<file path="src/rtl/spi_regctl_pkg.sv">
package spi_regctl_pkg;

    localparam int BYTE_W = 8;
    localparam int RATE_W = 3;
    localparam int MAX_RATE_CODE = 5;
    localparam int HALF_W = 8;

    localparam logic [1:0] ADDR_CTRL = 2'd0;
    localparam logic [1:0] ADDR_STAT = 2'd1;
    localparam logic [1:0] ADDR_DATA = 2'd2;

    typedef struct packed {
        logic              en;
        logic              ssdis;
        logic              mstr;
        logic              cpol;
        logic              cpha;
        logic [RATE_W-1:0] rate;
    } ctrl_t;

    typedef struct packed {
        logic modf;
        logic sserr;
        logic wcol;
        logic done;
    } flags_t;

    // Half period of the master serial clock in peripheral clock cycles.
    function automatic logic [HALF_W-1:0] half_period(input logic [RATE_W-1:0] code);
        logic [RATE_W-1:0] c;
        c = (code > RATE_W'(MAX_RATE_CODE)) ? RATE_W'(MAX_RATE_CODE) : code;
        return HALF_W'(2) << c;
    endfunction

endpackage

</file>
<file path="src/rtl/spi_in_sync.sv">
module spi_in_sync #(
    parameter int              STAGES  = 2,
    parameter int              N       = 1,
    parameter logic [N-1:0]    RST_VAL = '0
) (
    input  logic         clk,
    input  logic         rst,
    input  logic [N-1:0] d,
    output logic [N-1:0] q
);
    logic [N-1:0] pipe [STAGES];

    always_ff @(posedge clk) begin
        if (rst) begin
            for (int i = 0; i < STAGES; i++) pipe[i] <= RST_VAL;
        end else begin
            pipe[0] <= d;
            for (int i = 1; i < STAGES; i++) pipe[i] <= pipe[i-1];
        end
    end

    assign q = pipe[STAGES-1];
endmodule

</file>
<file path="src/rtl/spi_sck_divider.sv">
module spi_sck_divider
    import spi_regctl_pkg::*;
(
    input  logic              clk,
    input  logic              rst,
    input  logic              run,
    input  logic [RATE_W-1:0] rate,
    output logic              tick
);
    logic [HALF_W-1:0] cnt;
    logic [HALF_W-1:0] lim;

    assign lim  = half_period(rate) - HALF_W'(1);
    assign tick = run && (cnt == lim);

    always_ff @(posedge clk) begin
        if (rst || !run)  cnt <= '0;
        else if (tick)    cnt <= '0;
        else              cnt <= cnt + HALF_W'(1);
    end
endmodule

</file>
<file path="src/rtl/spi_shift_engine.sv">
module spi_shift_engine #(
    parameter int W = 8
) (
    input  logic         clk,
    input  logic         rst,
    input  logic         clr,
    input  logic         load,
    input  logic [W-1:0] load_data,
    input  logic         lead,
    input  logic         trail,
    input  logic         cpha,
    input  logic         din,
    output logic         dout,
    output logic         done,
    output logic [W-1:0] rx,
    output logic         midbyte
);
    localparam int CW = $clog2(W);

    logic [W-1:0]  sreg;
    logic [W-1:0]  shifted;
    logic [CW-1:0] bitcnt;
    logic          half_q;
    logic          last;

    assign shifted = {sreg[W-2:0], din};
    assign last    = (bitcnt == CW'(W-1));
    assign done    = trail && last && !clr && !load;
    assign rx      = cpha ? shifted : sreg;
    assign midbyte = (bitcnt != '0) || half_q;

    always_ff @(posedge clk) begin
        if (rst) begin
            sreg   <= '0;
            dout   <= 1'b0;
            bitcnt <= '0;
            half_q <= 1'b0;
        end else if (load) begin
            sreg   <= load_data;
            dout   <= load_data[W-1];
            bitcnt <= '0;
            half_q <= 1'b0;
        end else if (clr) begin
            bitcnt <= '0;
            half_q <= 1'b0;
        end else begin
            if (lead) begin
                half_q <= 1'b1;
                if (cpha) dout <= sreg[W-1];
                else      sreg <= shifted;
            end
            if (trail) begin
                half_q <= 1'b0;
                bitcnt <= last ? '0 : bitcnt + CW'(1);
                if (cpha) sreg <= shifted;
                else      dout <= sreg[W-1];
            end
        end
    end
endmodule

</file>
<file path="src/rtl/spi_regctl.sv">
module spi_regctl
    import spi_regctl_pkg::*;
#(
    parameter int SYNC_STAGES = 2
) (
    input  logic              clk,
    input  logic              rst,
    input  logic              bus_sel,
    input  logic              bus_wr,
    input  logic              bus_rd,
    input  logic [1:0]        bus_addr,
    input  logic [BYTE_W-1:0] bus_wdata,
    output logic [BYTE_W-1:0] bus_rdata,
    output logic              irq,
    input  logic              sck_in,
    output logic              sck_out,
    output logic              sck_oe,
    input  logic              mosi_in,
    output logic              mosi_out,
    output logic              mosi_oe,
    input  logic              miso_in,
    output logic              miso_out,
    output logic              miso_oe,
    input  logic              ssn_in
);
    ctrl_t             ctrl;
    flags_t            flags, seen;
    logic [BYTE_W-1:0] rxbuf, eng_rx;
    logic              busy, sck_act, tick;
    logic              sck_s, mosi_s, ssn_s, sck_p, ssn_p;
    logic              is_master, is_slave, sel, fault, ss_err;
    logic              lead, trail, sck_edge, eng_clr, eng_load, eng_done, eng_dout, midbyte;
    logic              wr_ctrl, wr_data, rd_stat, acc_data, xfer_busy, collide, start;

    spi_in_sync #(.STAGES(SYNC_STAGES), .N(3), .RST_VAL(3'b001)) u_sync (
        .clk(clk), .rst(rst), .d({sck_in, mosi_in, ssn_in}), .q({sck_s, mosi_s, ssn_s})
    );

    spi_sck_divider u_div (
        .clk(clk), .rst(rst), .run(busy), .rate(ctrl.rate), .tick(tick)
    );

    assign is_master = ctrl.en && ctrl.mstr;
    assign is_slave  = ctrl.en && !ctrl.mstr;
    assign sel       = is_slave && !ssn_s;
    assign sck_edge  = sck_s ^ sck_p;
    assign fault     = is_master && !ctrl.ssdis && !ssn_s;
    assign ss_err    = is_slave && ssn_s && !ssn_p && midbyte;

    assign lead  = is_master ? (tick && !sck_act) : (sel && sck_edge && (sck_s ^ ctrl.cpol));
    assign trail = is_master ? (tick && sck_act)  : (sel && sck_edge && !(sck_s ^ ctrl.cpol));

    assign wr_ctrl   = bus_sel && bus_wr && (bus_addr == ADDR_CTRL);
    assign wr_data   = bus_sel && bus_wr && (bus_addr == ADDR_DATA);
    assign rd_stat   = bus_sel && bus_rd && (bus_addr == ADDR_STAT);
    assign acc_data  = bus_sel && (bus_wr || bus_rd) && (bus_addr == ADDR_DATA);
    assign xfer_busy = busy || (is_slave && midbyte);
    assign collide   = wr_data && xfer_busy;
    assign eng_load  = wr_data && !xfer_busy;
    assign start     = eng_load && is_master && !fault;
    assign eng_clr   = !ctrl.en || fault || ss_err;

    spi_shift_engine #(.W(BYTE_W)) u_eng (
        .clk(clk), .rst(rst), .clr(eng_clr), .load(eng_load), .load_data(bus_wdata),
        .lead(lead), .trail(trail), .cpha(ctrl.cpha),
        .din(is_master ? miso_in : mosi_s),
        .dout(eng_dout), .done(eng_done), .rx(eng_rx), .midbyte(midbyte)
    );

    always_ff @(posedge clk) begin
        if (rst) begin
            sck_p <= 1'b0;
            ssn_p <= 1'b1;
        end else begin
            sck_p <= sck_s;
            ssn_p <= ssn_s;
        end
    end

    always_ff @(posedge clk) begin
        if (rst) begin
            busy    <= 1'b0;
            sck_act <= 1'b0;
        end else begin
            if (fault || !is_master) busy <= 1'b0;
            else if (start)          busy <= 1'b1;
            else if (eng_done)       busy <= 1'b0;
            if (!busy)               sck_act <= 1'b0;
            else if (tick)           sck_act <= !sck_act;
        end
    end

    always_ff @(posedge clk) begin
        if (rst) begin
            ctrl  <= '0;
            flags <= '0;
            seen  <= '0;
            rxbuf <= '0;
        end else begin
            if (wr_ctrl) ctrl <= ctrl_t'(bus_wdata);
            if (fault)   ctrl.mstr <= 1'b0;

            if (rd_stat)       seen <= flags;
            else if (acc_data) seen <= '0;

            flags <= (acc_data ? (flags & ~seen) : flags)
                   | {fault, ss_err, collide, eng_done};

            if (eng_done) rxbuf <= eng_rx;
        end
    end

    always_comb begin
        case (bus_addr)
            ADDR_CTRL: bus_rdata = ctrl;
            ADDR_STAT: bus_rdata = {{(BYTE_W-4){1'b0}}, flags};
            ADDR_DATA: bus_rdata = rxbuf;
            default:   bus_rdata = '0;
        endcase
    end

    assign irq      = flags.done;
    assign sck_oe   = is_master;
    assign mosi_oe  = is_master;
    assign sck_out  = ctrl.cpol ^ sck_act;
    assign mosi_out = eng_dout;
    assign miso_oe  = sel;
    assign miso_out = eng_dout;
endmodule

</file>
<file path="config.mk">
export PLATFORM = sky130hd
export DESIGN_NAME = spi_regctl
export DESIGN_NICKNAME = d
export VERILOG_FILES = /design/src/rtl/spi_regctl_pkg.sv /design/src/rtl/spi_in_sync.sv /design/src/rtl/spi_sck_divider.sv /design/src/rtl/spi_shift_engine.sv /design/src/rtl/spi_regctl.sv
export SDC_FILE = /design/constraint.sdc
export NUM_CORES = 1
export LEC_CHECK = 0
export BUFFER_PORTS_ARGS = -buffer_cell sky130_fd_sc_hd__buf_2
export CAP_MARGIN = 5
export CORE_MARGIN = 2
export CORE_UTILIZATION = 55
export CTS_CLUSTER_SIZE = 30
export DETAILED_ROUTE_END_ITERATION = 10
export GPL_TIMING_DRIVEN = 1
export PLACE_DENSITY_LB_ADDON = 0.25
export SLEW_MARGIN = 20
export SYNTH_ARGS = -nofsm -noshare
export SYNTH_HDL_FRONTEND = slang
export SYNTH_SLANG_ARGS = --single-unit
</file>
<file path="constraint.sdc">
create_clock -name clk -period 7.29 [get_ports clk]
set_clock_uncertainty 0.2 [all_clocks]
set_input_delay 1.0935 -clock clk [delete_from_list [all_inputs] [get_ports clk]]
set_output_delay 1.0935 -clock clk [all_outputs]
set_load 0.01 [all_outputs]
</file>
==> flow_summary.json, run 1 <==
{
  "outcome": "finished clean",
  "first_iter_violations": 174,
  "placeableCoreArea_um2": 5040,
  "num_clock_sinks": 55,
  "finalWeightedCongestion": 0.861,
  "routedWlPerCell_um": 15.3,
  "total_via_count_in_the_routed_design": 2441,
  "postLayoutCoreUtil_pct": 61.4,
  "start_util_pct": 56.0,
  "synth_top_cells_by_count": "55 x sky130_fd_sc_hd__dfxtp_1, 37 x sky130_fd_sc_hd__nand2_1, 28 x sky130_fd_sc_hd__a21oi_1",
  "num-nets-final": 370,
  "yosysTopAreaCell": "sky130_fd_sc_hd__dfxtp_1",
  "final.period_utilization_pct": 46.1,
  "grt_pass1_vias": 2135,
  "count_of_instances_resized_after_the_clock_tree_is_built": 0,
  "die-height_um": 75.6,
  "timing.hold.ws_ps": 221,
  "floorplan.rows": 26,
  "cts-htree-levels": 2,
  "avgViaCountPerCell": 5.85,
  "post-synth-top-count-cell": "sky130_fd_sc_hd__dfxtp_1",
  "critPathMaxFanout": 13,
  "port_buffers": 33,
  "grt_antenna_before_repair": 0,
  "path_class": "input port to primary output",
  "final-max-slew-violation-count": 0,
  "ios": 34,
  "postRouteAntennaNets": 0,
  "synth_top_area_share_pct": 39.0,
  "drv_cap": 0,
  "antenna_cells": 0,
  "netlist_top_cells_area": "sky130_fd_sc_hd__dfxtp_1 39%, sky130_fd_sc_hd__mux2i_1 5.7%, sky130_fd_sc_hd__a21oi_1 5.0%",
  "post_cts_buffers": 0,
  "hp-class": "flop to flop",
  "cts.clk_slew.worst_paths_ps": 100,
  "synth_seq_cells": 55,
  "area_delta_synth_final_pct": 9.71,
  "fp.dieArea_um2": 5720,
  "power_density_nw_per_um2": 177,
  "worst_skew_pair.late_latency_ps": 310,
  "grt_util_all_layers_pct": 23.8,
  "synth_area_um2": 2820,
  "first_pass_grt_wire_length_um": 10300,
  "hpwlAfterDp_um": 4620,
  "synth.yosys.seq_area_share_pct": 39.0,
  "timing_worst_slew_pin_value_ps": 970,
  "hold_violations": 0,
  "yosys_most_used_dff": "sky130_fd_sc_hd__dfxtp_1",
  "yosysWarnings": 0,
  "worst_setup_path_end_kind": "primary output",
  "number_of_instances_in_the_synthesized_netlist": 324,
  "leakagePower_nw": 1.17,
  "wl_um": 6370,
  "maxSlewHeadroom_pct": 34.8,
  "total_congestion_overflow": 0,
  "grt_max_degree": 43,
  "max-vdd-ir-drop_uv": 83.2,
  "required_ps": 6000,
  "dpl_cell_area_um2": 2980,
  "root_buffer_master": "sky130_fd_sc_hd__clkbuf_8",
  "syn_area_per_cell_um2": 8.71,
  "cts_tree": "yes",
  "worst-endpoint-arrival_ps": 2060,
  "drt-pass1-iter-count": 4,
  "deepest_clock_path_buffer_count": 2,
  "timing.fmax_ghz": 0.298,
  "drive_gt1_share_pct": 16.7,
  "cts.hold.buffers_added": 0,
  "start_kind": "input port",
  "synth-edff-count": 0,
  "finalSetupViolations": 0,
  "drc_errors": 0,
  "synthArstFlopShare_pct": 0,
  "fin_setup_tns_ps": 0,
  "numCtsBuffers": 5,
  "power_w": 0.000547,
  "synth.distinct_cells": 56,
  "die_x_um": 75.6,
  "finalCriticalPeriod_ps": 3360,
  "synth_nets": 348,
  "post_route_cell_area_um2": 3100,
  "setup_repair_after_global_routing_missed_its_margin": "no"
}
layout by cell type, fill, tap and decap left out, drive strengths merged, types with 2 or more instances in the layout:
cell type	n
nor3b	5
o21ai	10
a21o	2
nand3	10
xor2	7
a22oi	5
and2	8
a31oi	2
a311oi	9
nand3b	4
nor3	3
or3b	3
and3	5
or2	4
dfxtp	55
clkbuf	5
xnor2	5
clkinv	2
a21oi	29
a221o	9
nand2	37
o211ai	4
or3	3
inv	9
or4	3
nor2	27
mux2i	16
ha	5
nor2b	9
buf	33
nand2b	2
final cells by class:
cell class / instances / area, um^2
flip-flops and latches: 55 / 1100
clock inverters: 3 / 43.8
clock buffers: 5 / 68.8
multi-input cells: 242 / 1600
well taps: 70 / 87.6
repair buffers: 33 / 165
inverters: 9 / 33.8
fillers: 460 / 1950
power breakdown:
part	internal, W	switching (W)
logic	0.0000142	0.0000204
registers	0.000304	0.00000472
clock network	0.000102	0.000102
total	0.000421	0.000127
flip-flops by register name, summed over array words and instances (netlist names):
register and count:
u_eng.sreg 8, flags 3, irq 1, u_eng.bitcnt 3
ctrl 8, sck_act 1, u_eng.half_q 1, u_sync.pipe 6
rxbuf 8, seen 4, sck_p 1, ssn_p 1
busy 1, u_div.cnt 8, u_eng.dout 1
routing by layer:
metal / up-vias / GRT usage [%] / routed length [um]
met1: 1173 / 34.2 / 3090
met4: 0 / 5.26 / 79
met5: - / 0 / 0
li1: 1210 / - / -
met2: 51 / 37.2 / 2960
met3: 7 / 4.89 / 240
cells by family (layout without fill, tap and decap cells):
| group | Yosys count | in the layout | share of synthesized area, % |
|---|---|---|---|
| and+or+nand+nor | 127 | 127 | 23.8 |
| adders and majority gates | 5 | 5 | 2.22 |
| DFF | 55 | 55 | 39.0 |
| muxes | 17 | 17 | 6.07 |
| buffers and inverters | 27 | 50 | 4.43 |
| xor gates and xnor gates | 12 | 12 | 3.72 |
| AOI/OAI and AO/OA | 81 | 81 | 20.7 |
critical path, stage by stage:
cell,delay (ps)
sky130_fd_sc_hd__buf_2,240
sky130_fd_sc_hd__nor2b_1,390
sky130_fd_sc_hd__nand2_1,90
sky130_fd_sc_hd__o21ai_0,90
sky130_fd_sc_hd__buf_2,160
worst paths after layout:
kind	end	depth (start not counted)	slack [ps]	start
worst max-delay path	bus_rdata[1]	5	3930	bus_addr[1]
worst min-delay path	u_sync.pipe[0][3]$_SDFF_PP1_	1	220	u_sync.pipe[0][0]$_SDFF_PP1_
worst max register to register	rxbuf[5]$_SDFFE_PP0P_	8	3930	ctrl[2]$_SDFFE_PP0P_
worst min register to register	u_sync.pipe[0][3]$_SDFF_PP1_	1	220	u_sync.pipe[0][0]$_SDFF_PP1_
through the flow:
step | setup WS [ps] | instances
global placement | 3900 | 409
global route | 3710 | 417
detailed placement | 3860 | 409
floorplan | 4180 | 324
CTS | 3940 | 417
finish | 3930 | 417
(Power assumes the default switching activity.)
==> inputs of run 2 (changes only) <==
- ABC_AREA: unset -> 1
- CORE_UTILIZATION: 55 -> 52
- clock period: 7.29 -> 2.8 ns (I/O delays scaled with it)
==> run 2 against run 1 <==
Count of clock-buffer cells in the layout rose by 1. Non-clock buffer count rose by 4. Final area rose by 5.6%. Sequential power rose to 2.6 times the previous value. Routed wire length rose by 6.5%. Area after synthesis rose by 4.9%. Total power rose to 2.6 times the previous value. Via count rose by 11%. Clock power rose to 2.5 times the previous value. Final cell count rose by 27%. Register-to-register slack got worse by 3500 ps. Sequential share of layout area fell by 1.9 points. Critical path type is now flop to flop.
==> flow_summary.json, run 2 <==
{
  "maxSlewHeadroom_pct": 72.3,
  "synth-edff-count": 0,
  "yosys_most_used_dff": "sky130_fd_sc_hd__dfxtp_1",
  "finalSetupViolations": 0,
  "deepest_clock_path_buffer_count": 2,
  "cts.hold.buffers_added": 0,
  "die_x_um": 79.5,
  "dpl_cell_area_um2": 3170,
  "timing.fmax_ghz": 0.414,
  "cts_tree": "yes",
  "hp-class": "input port to flop",
  "critPathMaxFanout": 17,
  "num-nets-final": 481,
  "power_density_nw_per_um2": 439,
  "layout_commonest_cell": "sky130_fd_sc_hd__nand2_1",
  "grt_max_degree": 26,
  "setup_repair_after_global_routing_missed_its_margin": "no",
  "yosysWarnings": 0,
  "synthArstFlopShare_pct": 0,
  "yosysTopAreaCell": "sky130_fd_sc_hd__dfxtp_1",
  "hpwlAfterDp_um": 5270,
  "post-synth-top-count-cell": "sky130_fd_sc_hd__nand2_1",
  "routedWlPerCell_um": 12.8,
  "outcome": "finished clean",
  "synth.distinct_cells": 43,
  "worst_skew_pair.late_latency_ps": 310,
  "length_in_cells_of_the_worst_reg_to_reg_path": 15,
  "synth_seq_cells": 55,
  "fin_setup_tns_ps": 0,
  "area_delta_synth_final_pct": 10.4,
  "final.period_utilization_pct": 86.3,
  "worst_setup_path_end_kind": "flop",
  "syn_area_per_cell_um2": 6.94,
  "leakagePower_nw": 1.46,
  "worst-endpoint-arrival_ps": 2410,
  "synth_top_area_share_pct": 37.2,
  "num_clock_sinks": 55,
  "hold-path-cell-count": 2,
  "netlist_top_cells_area": "sky130_fd_sc_hd__dfxtp_1 37%, sky130_fd_sc_hd__nand2_1 13%, sky130_fd_sc_hd__inv_1 7.7%",
  "finalWeightedCongestion": 0.886,
  "antenna_cells": 0,
  "post_layout_nonfiller_instances": 529,
  "first_pass_grt_wire_length_um": 11400,
  "synth_area_um2": 2960,
  "cts-htree-levels": 2,
  "most-common-layout-cells": "103 x sky130_fd_sc_hd__nand2_1, 61 x sky130_fd_sc_hd__inv_1, 55 x sky130_fd_sc_hd__dfxtp_1",
  "drv_cap": 0,
  "drive_gt1_share_pct": 15.1,
  "cts.clk_slew.worst_paths_ps": 90,
  "synth_nets": 451,
  "fp.dieArea_um2": 6310,
  "drc_errors": 0,
  "post_route_cell_area_um2": 3270,
  "synth_top_cells_by_count": "103 x sky130_fd_sc_hd__nand2_1, 61 x sky130_fd_sc_hd__inv_1, 55 x sky130_fd_sc_hd__dfxtp_1",
  "port_buffers": 33,
  "path_class": "flop to flop",
  "total_congestion_overflow": 0,
  "synth.yosys.seq_area_share_pct": 37.2,
  "numCtsBuffers": 5,
  "wl_um": 6790,
  "total_via_count_in_the_routed_design": 2698,
  "grt_pass1_vias": 2501,
  "grt_antenna_before_repair": 0,
  "die-height_um": 79.5,
  "placeableCoreArea_um2": 5510,
  "start_kind": "flop",
  "first_iter_violations": 153,
  "root_buffer_master": "sky130_fd_sc_hd__clkbuf_8",
  "number_of_instances_in_the_synthesized_netlist": 427,
  "floorplan.rows": 27,
  "count_of_instances_resized_after_the_clock_tree_is_built": 0,
  "required_ps": 2790,
  "finalCriticalPeriod_ps": 2420,
  "ios": 34,
  "power_w": 0.00144,
  "post_cts_buffers": 0,
  "postRouteAntennaNets": 0,
  "final-max-slew-violation-count": 0,
  "timing_worst_slew_pin_value_ps": 413,
  "drt-pass1-iter-count": 4,
  "hold_violations": 0,
  "start_util_pct": 53.8,
  "avgViaCountPerCell": 5.10,
  "count_of_placed_standard_cells_including_taps": 522,
  "grt_util_all_layers_pct": 23.0,
  "max-vdd-ir-drop_uv": 238
}
run 2: through the flow:
step	utilization, %	setup slack [ps]	hold WS (ps)
floorplan	-	604	188
global placement	57.5	495	191
finish	59.4	383	92.2
detailed placement	57.5	398	195
CTS	59.4	390	86.0
global route	59.4	159	89.2
run 2: routing by layer:
metal,track usage [%],up-vias,share of wire [%]
met4,6.21,0,1.6
li1,-,1413,-
met5,0,-,0
met2,38.3,55,47
met1,30.0,1220,47
met3,4.98,10,4.3
run 2: final cells by class:
| type | count | area [um^2] |
|---|---|---|
| tap | 72 | 90.1 |
| fill | 527 | 2240 |
| clock buffer | 6 | 72.6 |
| multi-input combinational | 291 | 1530 |
| clock inverter | 1 | 30.0 |
| sequential | 55 | 1100 |
| inverter | 67 | 251 |
| timing repair buffer | 37 | 195 |
run 2: final timing paths:
check / endpoint / start / slack, ps
hold reg to reg: u_sync.pipe[0][5]$_SDFF_PP0_ / u_sync.pipe[0][2]$_SDFF_PP0_ / 210
hold / removal: u_sync.pipe[0][0]$_SDFF_PP1_ / ssn_in / 90
setup reg to reg: u_eng.sreg[0]$_SDFFE_PP0P_ / ctrl[2]$_SDFFE_PP0P_ / 380
setup / recovery: u_eng.sreg[0]$_SDFFE_PP0P_ / ctrl[2]$_SDFFE_PP0P_ / 380
run 2: kinds of logic (layout without fill, tap and decap cells):
logic type               count (synthesis)  in the layout  synth area share [%]
AO/OA/AOI/OAI                           91             91                  17.6
XOR/XNOR                                11             11                  3.25
adder cells (fa/ha/maj)                  5              5                  2.11
buffers and inverters                   81            111                  11.2
flip-flops                              55             55                  37.2
multiplexers                             1              1                 0.338
AND/OR/NAND/NOR                        183            183                  28.4
run 2: worst max-delay path: stages, from the launching register on:
cell and delay (ps):
sky130_fd_sc_hd__dfxtp_1 400, sky130_fd_sc_hd__nor2_4 190, sky130_fd_sc_hd__nand2_2 80, sky130_fd_sc_hd__ha_1 260, sky130_fd_sc_hd__xnor2_1 160, sky130_fd_sc_hd__nand2_1 60, sky130_fd_sc_hd__nand2_1 90, sky130_fd_sc_hd__nand2_2 80
sky130_fd_sc_hd__nor2_4 140, sky130_fd_sc_hd__nand3_2 90, sky130_fd_sc_hd__nand2_4 180, sky130_fd_sc_hd__nand2_1 120, sky130_fd_sc_hd__nand2_1 80, sky130_fd_sc_hd__nand2_1 50, sky130_fd_sc_hd__nand3_1 60, sky130_fd_sc_hd__a21oi_1 60
run 2: power breakdown:
part	total (W)	internal, W	switching (W)
registers	0.000803	0.000793	0.00000953
logic	0.000120	0.0000434	0.0000761
clock network	0.000515	0.000263	0.000252
total	0.00144	0.00110	0.000338
==> inputs of run 3 (changes only) <==
- CORE_MARGIN: 2 -> 4
==> run 3 against run 2 <==
Worst setup slack got worse by 1.5 ps. Sequential power barely moved. Routed wire length grew 1.1%. Combinational power barely moved. Largest power group unchanged. Total power fell by 4.7%. Register-to-register slack about the same.
==> flow_summary.json, run 3 (synthesis gave the netlist of run 2 again) <==
{
  "finalWeightedCongestion": 0.912,
  "avgViaCountPerCell": 5.16,
  "final.fill_count": 539,
  "first_pass_grt_wire_length_um": 11600,
  "setup_repair_after_global_routing_missed_its_margin": "no",
  "power_density_nw_per_um2": 420,
  "postRouteAntennaNets": 0,
  "count_of_instances_resized_after_the_clock_tree_is_built": 0,
  "fp.dieArea_um2": 6970,
  "critPathMaxFanout": 17,
  "drt-pass1-iter-count": 5,
  "worst_skew_pair.late_latency_ps": 310,
  "outcome": "finished clean",
  "timing.fmax_ghz": 0.413,
  "die-height_um": 83.5,
  "dpl_cell_area_um2": 3180,
  "r2r_slack_ps": 380,
  "final-max-slew-violation-count": 0,
  "finalSetupViolations": 0,
  "root_buffer_master": "sky130_fd_sc_hd__clkbuf_8",
  "floorplan.rows": 27,
  "die_x_um": 83.5,
  "num_clock_sinks": 55,
  "first_iter_violations": 149,
  "post_route_cell_area_um2": 3260,
  "timing_worst_slew_pin_value_ps": 418,
  "drv_cap": 0,
  "final.period_utilization_pct": 86.4,
  "required_ps": 2800,
  "total_via_count_in_the_routed_design": 2742,
  "cts-htree-levels": 2,
  "path_class": "flop to flop",
  "numCtsBuffers": 5,
  "hpwlAfterDp_um": 5310,
  "start_kind": "flop",
  "wl_um": 6860,
  "grt_antenna_before_repair": 0,
  "antenna_cells": 0,
  "port_buffers": 33,
  "cts.hold.buffers_added": 0,
  "grt_util_all_layers_pct": 20.2,
  "placeableCoreArea_um2": 5510,
  "hold_violations": 0,
  "grt_max_degree": 26,
  "post_cts_buffers": 0,
  "fin_setup_tns_ps": 0,
  "leakagePower_nw": 1.47,
  "cts_tree": "yes",
  "worst-endpoint-arrival_ps": 2420,
  "ios": 34,
  "max-vdd-ir-drop_uv": 253,
  "postLayoutCoreUtil_pct": 59.3,
  "deepest_clock_path_buffer_count": 2,
  "drc_errors": 0,
  "finalCriticalPeriod_ps": 2420,
  "worst_setup_path_end_kind": "flop",
  "layout_commonest_cell": "sky130_fd_sc_hd__nand2_1",
  "most-common-layout-cells": "103 x sky130_fd_sc_hd__nand2_1, 61 x sky130_fd_sc_hd__inv_1, 55 x sky130_fd_sc_hd__dfxtp_1",
  "area_delta_synth_final_pct": 10.2,
  "maxSlewHeadroom_pct": 72.0,
  "hp-class": "input port to flop",
  "cts.clk_slew.worst_paths_ps": 100,
  "num-nets-final": 482,
  "routedWlPerCell_um": 12.9,
  "total_congestion_overflow": 0,
  "grt_pass1_vias": 2441,
  "start_util_pct": 53.8,
  "drive_gt1_share_pct": 15.7
}
run 3: cell types whose count changed in the layout (fill, tap and decap cells not counted), sizes merged:
cell | before | now
clkinv | 1 | 3
buf | 37 | 38
bufinv | 1 | 0
clkbuf | 6 | 5
inv | 66 | 67
run 3: where the power goes:
part	leakage, nW	switching (W)	internal, W
Clock	0.0483	0.000269	0.000177
Sequential	0.445	0.00000952	0.000794
Combinational	0.973	0.0000765	0.0000443
run 3: critical path, stage by stage (launching register included):
cell and delay (ps):
sky130_fd_sc_hd__dfxtp_1 390, sky130_fd_sc_hd__nor2_4 180, sky130_fd_sc_hd__nand2_2 70, sky130_fd_sc_hd__ha_1 300
sky130_fd_sc_hd__xnor2_1 130, sky130_fd_sc_hd__nor2_1 170, sky130_fd_sc_hd__nand2_2 90, sky130_fd_sc_hd__nor2_4 120
sky130_fd_sc_hd__nand3_2 100, sky130_fd_sc_hd__nand2_4 180, sky130_fd_sc_hd__nand2_1 120, sky130_fd_sc_hd__nand2_1 80
sky130_fd_sc_hd__nand2_1 50, sky130_fd_sc_hd__nand3_1 70, sky130_fd_sc_hd__a21oi_1 60
run 3: metrics by stage:
stage	setup WS (ps)	cells	hold slack [ps]	power, W
floorplan	604	427	188	0.000900
global placement	506	523	192	0.000938
detailed placement	417	523	196	0.000941
CTS	397	531	78.2	0.00138
global route	188	531	73.9	0.00144
finish	381	531	82.5	0.00137
run 3: worst paths after layout:
| kind | from | endpoint | cells past startpoint |
|---|---|---|---|
| max | ctrl[2]$_SDFFE_PP0P_ | u_eng.sreg[0]$_SDFFE_PP0P_ | 14 |
| min | ssn_in | u_sync.pipe[0][0]$_SDFF_PP1_ | 2 |
| max reg2reg | ctrl[2]$_SDFFE_PP0P_ | u_eng.sreg[0]$_SDFFE_PP0P_ | 14 |
| min reg2reg | u_sync.pipe[0][2]$_SDFF_PP0_ | u_sync.pipe[0][5]$_SDFF_PP0_ | 2 |
run 3: area by class of cell:
type | count | area (um^2) | area share [%]
multi-input combinational | 291 | 1530 | 46.9
sequential | 55 | 1100 | 33.7
inverter | 67 | 251 | 7.71
timing repair buffer | 38 | 203 | 6.21
tap | 72 | 90.1 | 2.76
clock buffer | 5 | 68.8 | 2.11
clock inverter | 3 | 18.8 | 0.575
run 3: per-layer routing:
layer	wire length, um	global-route usage (%)	share of wire [%]
met4	118	5.70	1.7
met3	394	3.95	5.7
met5	0	0	0
met1	3200	27.4	47
met2	3150	32.7	46
